File: src/rtl/slp_pkg.sv
package slp_pkg;
  typedef enum logic [2:0] {
    ST_IDLE  = 3'd0,
    ST_LOAD  = 3'd1,
    ST_ERASE = 3'd2,
    ST_PROG  = 3'd3,
    ST_WAIT  = 3'd4
  } slp_state_e;

  function automatic logic is_busy(slp_state_e s);
    return (s == ST_ERASE) || (s == ST_PROG) || (s == ST_WAIT);
  endfunction
endpackage

File: src/rtl/slp_tick_timer.sv
module slp_tick_timer #(
  parameter int LIMIT = 16
) (
  input  logic clk,
  input  logic rst_n,
  input  logic clear,
  input  logic run,
  output logic expired
);
  localparam int CNT_W = $clog2(LIMIT + 1);

  logic [CNT_W-1:0] cnt_q, cnt_d;
  logic             at_end;

  assign at_end  = (cnt_q == CNT_W'(LIMIT - 1));
  assign expired = run && !clear && at_end;

  always_comb begin
    cnt_d = cnt_q;
    if (clear)
      cnt_d = '0;
    else if (run && !at_end)
      cnt_d = cnt_q + 1'b1;
  end

  always_ff @(posedge clk or negedge rst_n) begin
    if (!rst_n) cnt_q <= '0;
    else        cnt_q <= cnt_d;
  end
endmodule

File: src/rtl/slp_page_buf.sv
module slp_page_buf #(
  parameter int DATA_W    = 8,
  parameter int BYTE_BITS = 6
) (
  input  logic                 clk,
  input  logic                 rst_n,
  input  logic                 clr_mask,
  input  logic                 wr_en,
  input  logic [BYTE_BITS-1:0] wr_idx,
  input  logic [DATA_W-1:0]    wr_data,
  input  logic [BYTE_BITS-1:0] rd_idx,
  output logic [DATA_W-1:0]    rd_data,
  output logic                 rd_loaded
);
  localparam int DEPTH = 1 << BYTE_BITS;

  logic [DATA_W-1:0] data_q [DEPTH];
  logic [DEPTH-1:0]  mask_q, mask_d;

  for (genvar g = 0; g < DEPTH; g++) begin : g_entry
    logic hit;
    assign hit = wr_en && (wr_idx == BYTE_BITS'(g));
    always_ff @(posedge clk) begin
      if (hit) data_q[g] <= wr_data;
    end
  end

  always_comb begin
    mask_d = mask_q;
    if (clr_mask) mask_d = '0;
    if (wr_en)    mask_d[wr_idx] = 1'b1;
  end

  always_ff @(posedge clk or negedge rst_n) begin
    if (!rst_n) mask_q <= '0;
    else        mask_q <= mask_d;
  end

  assign rd_data   = data_q[rd_idx];
  assign rd_loaded = mask_q[rd_idx];
endmodule

File: src/rtl/slp_seq.sv
module slp_seq
  import slp_pkg::*;
#(
  parameter int ADDR_W    = 15,
  parameter int DATA_W    = 8,
  parameter int BYTE_BITS = 6
) (
  input  logic                        clk,
  input  logic                        rst_n,
  input  logic                        unlock_i,
  input  logic                        ld_start_i,
  input  logic                        ld_end_i,
  input  logic [ADDR_W-1:0]           ld_addr_i,
  input  logic [DATA_W-1:0]           ld_data_i,
  input  logic                        win_expired,
  input  logic                        cyc_expired,
  output slp_state_e                  state_o,
  output logic [BYTE_BITS-1:0]        idx_o,
  output logic [ADDR_W-BYTE_BITS-1:0] sect_o,
  output logic [BYTE_BITS-1:0]        byte_o,
  output logic                        start_ok_o,
  output logic                        end_ok_o,
  output logic                        first_load_o,
  output logic [ADDR_W-1:0]           last_addr_o,
  output logic [DATA_W-1:0]           last_data_o
);
  localparam int SECT_W = ADDR_W - BYTE_BITS;
  localparam logic [BYTE_BITS-1:0] IDX_MAX = '1;

  slp_state_e              state_q, state_d;
  logic [BYTE_BITS-1:0]    idx_q, idx_d;
  logic [SECT_W-1:0]       sect_q, sect_d;
  logic [BYTE_BITS-1:0]    byte_q, byte_d;
  logic                    pend_q, pend_d;
  logic [ADDR_W-1:0]       laddr_q, laddr_d;
  logic [DATA_W-1:0]       ldata_q, ldata_d;
  logic                    start_ok, end_ok, first_load;
  logic [SECT_W-1:0]       in_sect;

  assign in_sect    = ld_addr_i[ADDR_W-1:BYTE_BITS];
  assign first_load = ld_start_i && (state_q == ST_IDLE) && unlock_i;
  assign start_ok   = first_load ||
                      (ld_start_i && (state_q == ST_LOAD) && (in_sect == sect_q));
  assign end_ok     = ld_end_i && pend_q && (state_q == ST_LOAD);

  always_comb begin
    state_d = state_q;
    case (state_q)
      ST_IDLE:  if (first_load)         state_d = ST_LOAD;
      ST_LOAD:  if (win_expired)        state_d = ST_ERASE;
      ST_ERASE: if (idx_q == IDX_MAX)   state_d = ST_PROG;
      ST_PROG:  if (idx_q == IDX_MAX)   state_d = ST_WAIT;
      ST_WAIT:  if (cyc_expired)        state_d = ST_IDLE;
      default:                          state_d = ST_IDLE;
    endcase
  end

  always_comb begin
    idx_d   = '0;
    if ((state_q == ST_ERASE) || (state_q == ST_PROG)) idx_d = idx_q + 1'b1;
    sect_d  = first_load ? in_sect : sect_q;
    byte_d  = start_ok ? ld_addr_i[BYTE_BITS-1:0] : byte_q;
    pend_d  = pend_q;
    if (start_ok)    pend_d = 1'b1;
    else if (end_ok) pend_d = 1'b0;
    if (win_expired) pend_d = 1'b0;
    laddr_d = end_ok ? {sect_q, byte_q} : laddr_q;
    ldata_d = end_ok ? ld_data_i : ldata_q;
  end

  always_ff @(posedge clk or negedge rst_n) begin
    if (!rst_n) begin
      state_q <= ST_IDLE;
      idx_q   <= '0;
      sect_q  <= '0;
      byte_q  <= '0;
      pend_q  <= 1'b0;
      laddr_q <= '0;
      ldata_q <= '0;
    end else begin
      state_q <= state_d;
      idx_q   <= idx_d;
      sect_q  <= sect_d;
      byte_q  <= byte_d;
      pend_q  <= pend_d;
      laddr_q <= laddr_d;
      ldata_q <= ldata_d;
    end
  end

  assign state_o      = state_q;
  assign idx_o        = idx_q;
  assign sect_o       = sect_q;
  assign byte_o       = byte_q;
  assign start_ok_o   = start_ok;
  assign end_ok_o     = end_ok;
  assign first_load_o = first_load;
  assign last_addr_o  = laddr_q;
  assign last_data_o  = ldata_q;
endmodule

File: src/rtl/sector_load_prog.sv
module sector_load_prog
  import slp_pkg::*;
#(
  parameter int ADDR_W       = 15,
  parameter int DATA_W       = 8,
  parameter int BYTE_BITS    = 6,
  parameter int WINDOW_TICKS = 18750,
  parameter int PROG_TICKS   = 2500000
) (
  input  logic                        clk,
  input  logic                        rst_n,
  input  logic                        unlock_i,
  input  logic                        ld_start_i,
  input  logic                        ld_end_i,
  input  logic [ADDR_W-1:0]           ld_addr_i,
  input  logic [DATA_W-1:0]           ld_data_i,
  output logic                        busy_o,
  output logic [ADDR_W-BYTE_BITS-1:0] sect_addr_o,
  output logic [ADDR_W-1:0]           last_addr_o,
  output logic [DATA_W-1:0]           last_data_o,
  output logic                        mem_we_o,
  output logic [ADDR_W-1:0]           mem_addr_o,
  output logic [DATA_W-1:0]           mem_wdata_o
);
  localparam int SECT_W = ADDR_W - BYTE_BITS;

  slp_state_e           state;
  logic [BYTE_BITS-1:0] idx;
  logic [SECT_W-1:0]    sect;
  logic [BYTE_BITS-1:0] byte_sel;
  logic                 start_ok, end_ok, first_load;
  logic                 win_expired, cyc_expired;
  logic                 busy;
  logic [DATA_W-1:0]    buf_data;
  logic                 buf_loaded;

  slp_seq #(
    .ADDR_W(ADDR_W), .DATA_W(DATA_W), .BYTE_BITS(BYTE_BITS)
  ) u_seq (
    .clk(clk), .rst_n(rst_n), .unlock_i(unlock_i),
    .ld_start_i(ld_start_i), .ld_end_i(ld_end_i),
    .ld_addr_i(ld_addr_i), .ld_data_i(ld_data_i),
    .win_expired(win_expired), .cyc_expired(cyc_expired),
    .state_o(state), .idx_o(idx), .sect_o(sect), .byte_o(byte_sel),
    .start_ok_o(start_ok), .end_ok_o(end_ok), .first_load_o(first_load),
    .last_addr_o(last_addr_o), .last_data_o(last_data_o)
  );

  assign busy = is_busy(state);

  slp_tick_timer #(.LIMIT(WINDOW_TICKS)) u_win (
    .clk(clk), .rst_n(rst_n),
    .clear(start_ok || end_ok || (state != ST_LOAD)),
    .run(state == ST_LOAD),
    .expired(win_expired)
  );

  slp_tick_timer #(.LIMIT(PROG_TICKS)) u_cyc (
    .clk(clk), .rst_n(rst_n),
    .clear(!busy),
    .run(busy),
    .expired(cyc_expired)
  );

  slp_page_buf #(.DATA_W(DATA_W), .BYTE_BITS(BYTE_BITS)) u_buf (
    .clk(clk), .rst_n(rst_n),
    .clr_mask(first_load),
    .wr_en(end_ok), .wr_idx(byte_sel), .wr_data(ld_data_i),
    .rd_idx(idx), .rd_data(buf_data), .rd_loaded(buf_loaded)
  );

  always_comb begin
    mem_we_o    = 1'b0;
    mem_addr_o  = {sect, idx};
    mem_wdata_o = '1;
    if (state == ST_ERASE) begin
      mem_we_o = 1'b1;
    end else if (state == ST_PROG) begin
      mem_we_o    = buf_loaded;
      mem_wdata_o = buf_data;
    end
  end

  assign busy_o      = busy;
  assign sect_addr_o = sect;
endmodule

File: config.mk
export PLATFORM = sky130hd
export DESIGN_NAME = sector_load_prog
export DESIGN_NICKNAME = d
export VERILOG_FILES = /design/src/rtl/slp_pkg.sv /design/src/rtl/slp_tick_timer.sv /design/src/rtl/slp_page_buf.sv /design/src/rtl/slp_seq.sv /design/src/rtl/sector_load_prog.sv
export SDC_FILE = /design/constraint.sdc
export NUM_CORES = 1
export LEC_CHECK = 0
export BUFFER_PORTS_ARGS = -buffer_cell sky130_fd_sc_hd__buf_2
export CAP_MARGIN = 0
export CORE_UTILIZATION = 56
export CTS_CLUSTER_SIZE = 14
export DETAILED_ROUTE_END_ITERATION = 8
export HOLD_SLACK_MARGIN = 0.03
export PLACE_DENSITY = 0.86
export SYNTH_ARGS = -nofsm -noshare
export SYNTH_HDL_FRONTEND = slang
export SYNTH_SLANG_ARGS = --single-unit
File: constraint.sdc
create_clock -name clk -period 2.4 [get_ports clk]
set_input_delay 0.12 -clock clk [delete_from_list [all_inputs] [get_ports clk]]
set_output_delay 0.12 -clock clk [all_outputs]
set_load 0.005 [all_outputs]
; ---- Word-level counts from Yosys, hierarchy flattened
; Memories as Yosys holds them, arrays and structs flattened.
; Index checks and enable logic that the tools add are counted.
[classes]
n_reduce_logical = 152
magnitude_cmp = 3
n_eq_ne = 78
n_bitwise = 1
addsub = 3
n_mux = 341
[ops]
columns = op, count
row1 = 8-bit two-way mux, 65
row2 = 8-bit OR reduction, 63
row3 = 6-bit two-way mux, 64
row4 = 6-bit == test (second input constant), 33
row5 = 1-bit two-way mux, 198
row6 = 64-bit two-way mux, 2
row7 = 6-bit by 5-bit == test with 1-bit output (second input constant), 16
row8 = 1-bit logical AND, 76
row9 = 64-bit OR, 1
row10 = 6-bit by 4-bit == test with 1-bit output (second input constant), 8
row11 = 22-bit two-way mux, 2
row12 = 15-bit two-way mux, 2
row13 = 6-bit by 3-bit == test with 1-bit output (second input constant), 4
row14 = 22-bit by 1-bit adder with 22-bit output (second input constant), 1
row15 = 22-bit == test (second input constant), 1
row16 = 15-bit by 1-bit adder with 15-bit output (second input constant), 1
row17 = 15-bit == test (second input constant), 1
row18 = 3-bit two-way mux, 5
row19 = 3-bit case mux with 5 select lines, 1
row20 = 6-bit by 7-bit < comparator with 1-bit output (second input constant), 2
row21 = 6-bit by 2-bit == test with 1-bit output (second input constant), 2
row22 = 9-bit == test, 1
row23 = 6-bit by 1-bit adder with 6-bit output (second input constant), 1
row24 = 1-bit binary-select mux with 6-bit select, 1
row25 = other kinds (16), 27
[word_totals]
ramBits = 512
output_inout_bits = 57
n_memories = 1
reg_bits = 149
[mem_list]
columns = name, depth, width, rd, rd_clocked_by_memory_dff, write_ports, line_no
row1 = u_buf.data_q, 64, 8, 1, 0, 1, slp_page_buf.sv:17  ; logic [DATA_W-1:0] data_q [DEPTH];

; ---- Longest topological paths before layout
[logic_depth]
ltp_word = 69
depth_mapped = 8
depth_no_buf = 7

; ---- Hierarchy
; A second synthesis with hierarchy kept.
[unflattened]
hier_cells = 1584
area_unflattened_um2 = 27486.4
[modules_own_cells]
columns = module, area_each_um2, instances, seq_area_each_um2, cells_per_inst
row1 = slp_page_buf, 22841.9, 1, 16976.3, 1153
row2 = slp_seq, 2260.9, 1, 1201.2, 179
row3 = slp_tick_timer at u_cyc, 1302.5, 1, 550.5, 137
row4 = slp_tick_timer at u_win, 889.6, 1, 375.4, 88
row5 = sector_load_prog, 191.4, 1, 0.0, 27

; ---- Worst setup path after synthesis
; No wires, ideal clock.
[synth_timing]
path_kind = register to register
from = register u_seq.state_q[2] (netlist: u_seq.state_o[2])
to = memory u_buf.data_q[12][0], enable pin
t_required_ps = 2030
t_arrival_ps = 2017
synth_period_minus_slack_ps = 2387
stages_incl_launch_ff = 8
path_slack_ps = 13
path_cell_list = dfrtp_1 > or3b_1 > buf_6 > or2_1 > buf_6 > nor3_4 > nand3_1 > nor2_1
[synth_via]
word_cells_on_any_way = 383
cone_classes = eq/ne (1) / mux (254) / reduce/logical (128)
[synth_rtl]
columns = item, line_no
row1 = start: declaration, slp_seq.sv:30  ; slp_state_e state_q, state_d;
row2 = start signal: assignment, slp_seq.sv:81  ; state_q <= state_d;
row3 = 3-bit by 1-bit == test with 1-bit output (*), slp_seq.sv:44  ; assign end_ok = ld_end_i && pend_q && (state_q == ST_LOAD);
row4 = 1-bit logical AND (*), slp_seq.sv:44
row5 = 1-bit logical AND (*), slp_page_buf.sv:22  ; assign hit = wr_en && (wr_idx == BYTE_BITS'(g));
row6 = named net u_buf.g_entry[12].hit, slp_page_buf.sv:21  ; logic hit;
row7 = 1-bit two-way mux (*), slp_page_buf.sv:24  ; if (hit) data_q[g] <= wr_data;
row8 = 1-bit two-way mux (implied by the code) (*), slp_page_buf.sv:24
row9 = 8-bit OR reduction (no source line), -
row10 = 6-bit two-way mux (no source line) / 1-bit two-way mux (equally long branches) (52 in a row), -
row11 = end: declaration, slp_page_buf.sv:17
; The timed path passes the listed nets; every way through them passes the cells marked *.

; ---- Worst setup path after layout
[layout_timing]
from = register u_seq.idx_q[0] (netlist: u_seq.idx_o[0])
to = output mem_wdata_o[6]
[layout_via]
elab_chain_len = 3
[layout_rtl]
columns = item, line_no
row1 = start: declaration, slp_seq.sv:31  ; logic [BYTE_BITS-1:0] idx_q, idx_d;
row2 = start signal: assignment, slp_seq.sv:82  ; idx_q <= idx_d;
row3 = memory read 64 x 8 bit, -
row4 = 8-bit two-way mux, sector_load_prog.sv:78  ; end else if (state == ST_PROG) begin
row5 = 8-bit two-way mux, sector_load_prog.sv:76  ; if (state == ST_ERASE) begin
row6 = end: declaration, sector_load_prog.sv:23  ; output logic [DATA_W-1:0] mem_wdata_o
; No other way between the ends.

==> results.yml <==
place:
  preCtsSetupSlack_ps: -150
  dp.final_hpwl_um: 40800
  port_buffers: 84
  globalplace.congestion: 0.946
  dpl_cell_area_sq_um: 28500
grt:
  grt_first_pass_wirelength_um: 105000
  grt_use_total_pct: 30.4
  grt_antenna_before_repair: 3
  grt_pass1_vias: 16492
  maximum_number_of_pins_on_one_net_before_global_route_repair: 69
  globalRouteOverflowTotal: 0
setup_path:
  worst-setup-path-type: "flip-flop to primary output"
  worst_path_most_repeated_cell: "buf_8"
  worst_setup_path_start_kind: "flip-flop"
  worst_setup_path_end_kind: "primary output"
  worstPathCellList: "buf_8 > buf_8 > mux4_2 > mux2i_1 > o21ai_1 > buf_4 > o31a_1 > buf_2"
  timing.critical_path.required_ps: 2280
  critical_path_buf_inv_count: 4
  crit_arrival_ps: 3020
  critPathSlowestCell: "mux4_2"
  worst_path_dominant_cell_family: "multiplexers"
  timing.critical_path.slowest_cell_delay_ps: 550
  critical_path_peak_fanout: 6
power:
  total_power_uw: 24400
  cellInternalPower_uw: 18600
  p_seq_share_pct: 54.6
  power_switching_share_pct: 23.9
  total_switching_power_uw: 5850
  clockPowerShare_pct: 37.9
  power.share.combinational_pct: 7.5
  irDropWorstVdd_mv: 0.840
  power_density_nw_per_um2: 779
  leakagePower_uw: 0.0113
floorplan:
  die_w_um: 220
  ios: 85
  core_area_sq_um: 46700
  placement_rows: 79
  start_util_pct: 56.9
  die_area_sq_um: 48300
  die_y_um: 220
logic_synthesis:
  synth.cell_area_sq_um: 26600
  synth-async-reset-ratio_pct: 22.5
  synthesis.area_per_instance_sq_um: 17.2
  ys_seq_area_share_pct: 71.9
  syn_inst: 1548
  synthesis.nets: 1580
  number_of_register_bits_inferred_by_synthesis: 661
  yosys_most_used_dff: "edfxtp_1"
  synth_cell_types: 61
  synth_edf_count: 512
  synthesis.yosys.warnings: 0
timing:
  report.final.slew_viol_count: 0
  worst_slew_pin_slew_ps: 1010
  hold_violations: 0
  number_of_setup_violations_in_the_final_report: 17
  worst_slew_margin_rel_pct: 32.6
  maxClockFrequency_mhz: 319
  unrepaired_setup_endpoints_after_global_routing: "yes"
  setup_ws_ps: -736
  timing.final.crit_share_pct: 131
  worst_skew_ps: 24.4
  finalCriticalPeriod_ps: 3140
clocking:
  clk_pin_slew_ps: 70
  htreeDepth: 2
  numCtsBuffers: 59
  worstSkewPairLatency_ps: 650
  cts_tree: "done"
  max-clock-path-buffers: 3
  clock_tree.root_cell: "clkbuf_16"
  cts_sinks: 661
cells_and_area:
  most_common_cell_after_layout_fill_and_taps_aside: "edfxtp_1"
  nFillCells: 2727
  sequential_cell_area_sq_um: 19100
  final_layout_size_suffix_gt1_share_pct: 31.4
  fin_nets: 1812
  area_of_combinational_cells_with_multiple_inputs_sq_um: 7300
  signed_area_change_from_the_synthesized_netlist_to_the_final_layout_pct: 18.0
  finish.instance_area_sq_um: 31300
  final_cell_mix: "edfxtp_1 (512), dfrtp_1 (147), mux4_2 (135)"
route:
  detail_route.first_pass.iterations: 8
  detail_route.wirelength_um: 73800
  postRouteAntennaNets: 0
  drc_errors: 0
  detailedRoute.firstIterationViolations: 2715
  vias_per_cell: 6.82
  detailroute.via_count: 16609
  avgRoutedWirePerCell_um: 30.3
worst_hold_path:
  hold_path_class: "primary input to flip-flop"
run:
  maxCapViolCount: 0
outcome:
  violations: "setup timing"
  status: "finished with violations"
-- metrics by stage --
stage	cells	setup TNS [ps]	hold slack, ps	utilization [%]
final	2434	-6460	69.3	67.2
after global routing	2434	-7170	60.4	67.2
after CTS	2426	-5560	52.5	66.6
after detailed placement	2287	-1130	116	61.2
after global placement	2287	-380	107	61.2
after floorplan	1548	0	-176	-
-- per-layer routing --
metal | GRT usage [%] | share of wire [%] | up-vias
li1 | - | - | 6455
met5 | 0 | 0.016 | -
met1 | 39.2 | 34 | 8283
met4 | 15.4 | 6.1 | 2
met3 | 8.70 | 13 | 376
met2 | 47.5 | 47 | 1493
-- path summary, 6_finish.rpt --
kind | depth (start not counted) | to | slack (ps) | from
setup / recovery | 8 | mem_wdata_o[6] | -740 | u_seq.idx_o[0]
max in group asynchronous | 4 | u_seq.idx_o[0] | 1210 | rst_n
min in group asynchronous | 3 | u_seq.last_addr_o[1] | 490 | rst_n
hold reg to reg | 1 | u_buf.mask_q[10] | 470 | u_buf.mask_q[10]
setup reg to reg | 5 | u_buf.data_q[22][6] | -30 | u_seq.state_o[2]
hold / removal | 3 | u_seq.last_data_o[1] | 70 | ld_data_i[1]
-- cell usage after synthesis (3+ instances only) --
cell,count,area [sq um]
a21oi_1,19,95.1
nor3_1,10,50.1
buf_6,3,33.8
nor2b_1,8,50.1
nand2_1,126,473
nor4_1,7,43.8
mux2_4,6,90.1
a22oi_1,42,315
o211ai_1,5,37.5
buf_2,17,85.1
buf_1,6,22.5
ha_1,4,50.1
mux4_2,135,3040
o21a_1,3,22.5
edfxtp_1,512,15400
a22o_1,3,26.3
a21o_1,44,330
clkbuf_1,51,191
nand4_1,15,93.8
a211oi_1,5,37.5
or3_1,5,31.3
nand2b_1,5,31.3
dfrtp_1,149,3730
and3_1,5,31.3
buf_4,20,150
o311a_1,7,70.1
xnor2_1,17,149
mux2_2,14,158
inv_1,8,30.0
and2_1,6,37.5
xor2_1,28,245
nand3_1,41,205
o21ai_0,34,170
nor2_1,127,477
mux2i_1,29,290
-- registers in the layout, summed over array words and instances (netlist names) --
name               count
u_seq.idx_o            6
u_seq.byte_o           6
u_win.cnt_q           15
u_buf.data_q         512
u_seq.last_addr_o     15
u_buf.mask_q          64
u_seq.state_o          3
u_seq.pend_q           1
u_seq.last_data_o      8
u_seq.sect_o           9
u_cyc.cnt_q           22
-- layout make-up --
class | instances | area share (%)
inverter | 9 | 0.108
timing repair buffer | 268 | 7.24
sequential | 661 | 61.0
tap | 607 | 2.42
antenna | 1 | 0.00798
clock buffer | 87 | 5.49
multi-input combinational | 781 | 23.3
clock inverter | 20 | 0.471
-- logic make-up (layout without fill, tap and decap cells) --
logic type	after synthesis	after routing	synth area share, %
AO/OA/AOI/OAI	175	175	4.55
adder cells (fa/ha/maj)	4	4	0.188
flip-flops	661	661	71.9
buffers and inverters	106	384	1.95
other	0	1	0
AND/OR/NAND/NOR	373	373	6.44
multiplexers	184	184	13.5
XOR/XNOR	45	45	1.48
-- power by group through the flow --
| stage | clock network [uW] | registers (uW) | logic, uW |
|---|---|---|---|
| 6_report | 9250 | 13300 | 1840 |
| 2_1_floorplan | 0 | 13400 | 935 |
| 5_1_grt | 9680 | 13400 | 1960 |
| 3_3_place_gp | 0 | 13400 | 1570 |
| 4_1_cts | 9230 | 13300 | 1740 |
| 3_5_place_dp | 0 | 13500 | 1660 |
-- worst register-to-register path, cell delays in order (launching register included) --
cell	delay (ps)
dfrtp_1	390
or3b_4	450
nor4_4	360
nand2_1	360
nor2_1	300
buf_4	260
-- what timing repair did --
action | in CTS | in global routing
gates cloned | 2 | 2
buffers inserted | 10 | 7
endpoints found under the hold margin | 166 | 0
pin swaps | 13 | 14
endpoints found under the setup margin | 67 | 298
resized for setup | 66 | 51
hold buffers | 21 | 0
No activity file was read; power rests on OpenSTA's default activity.
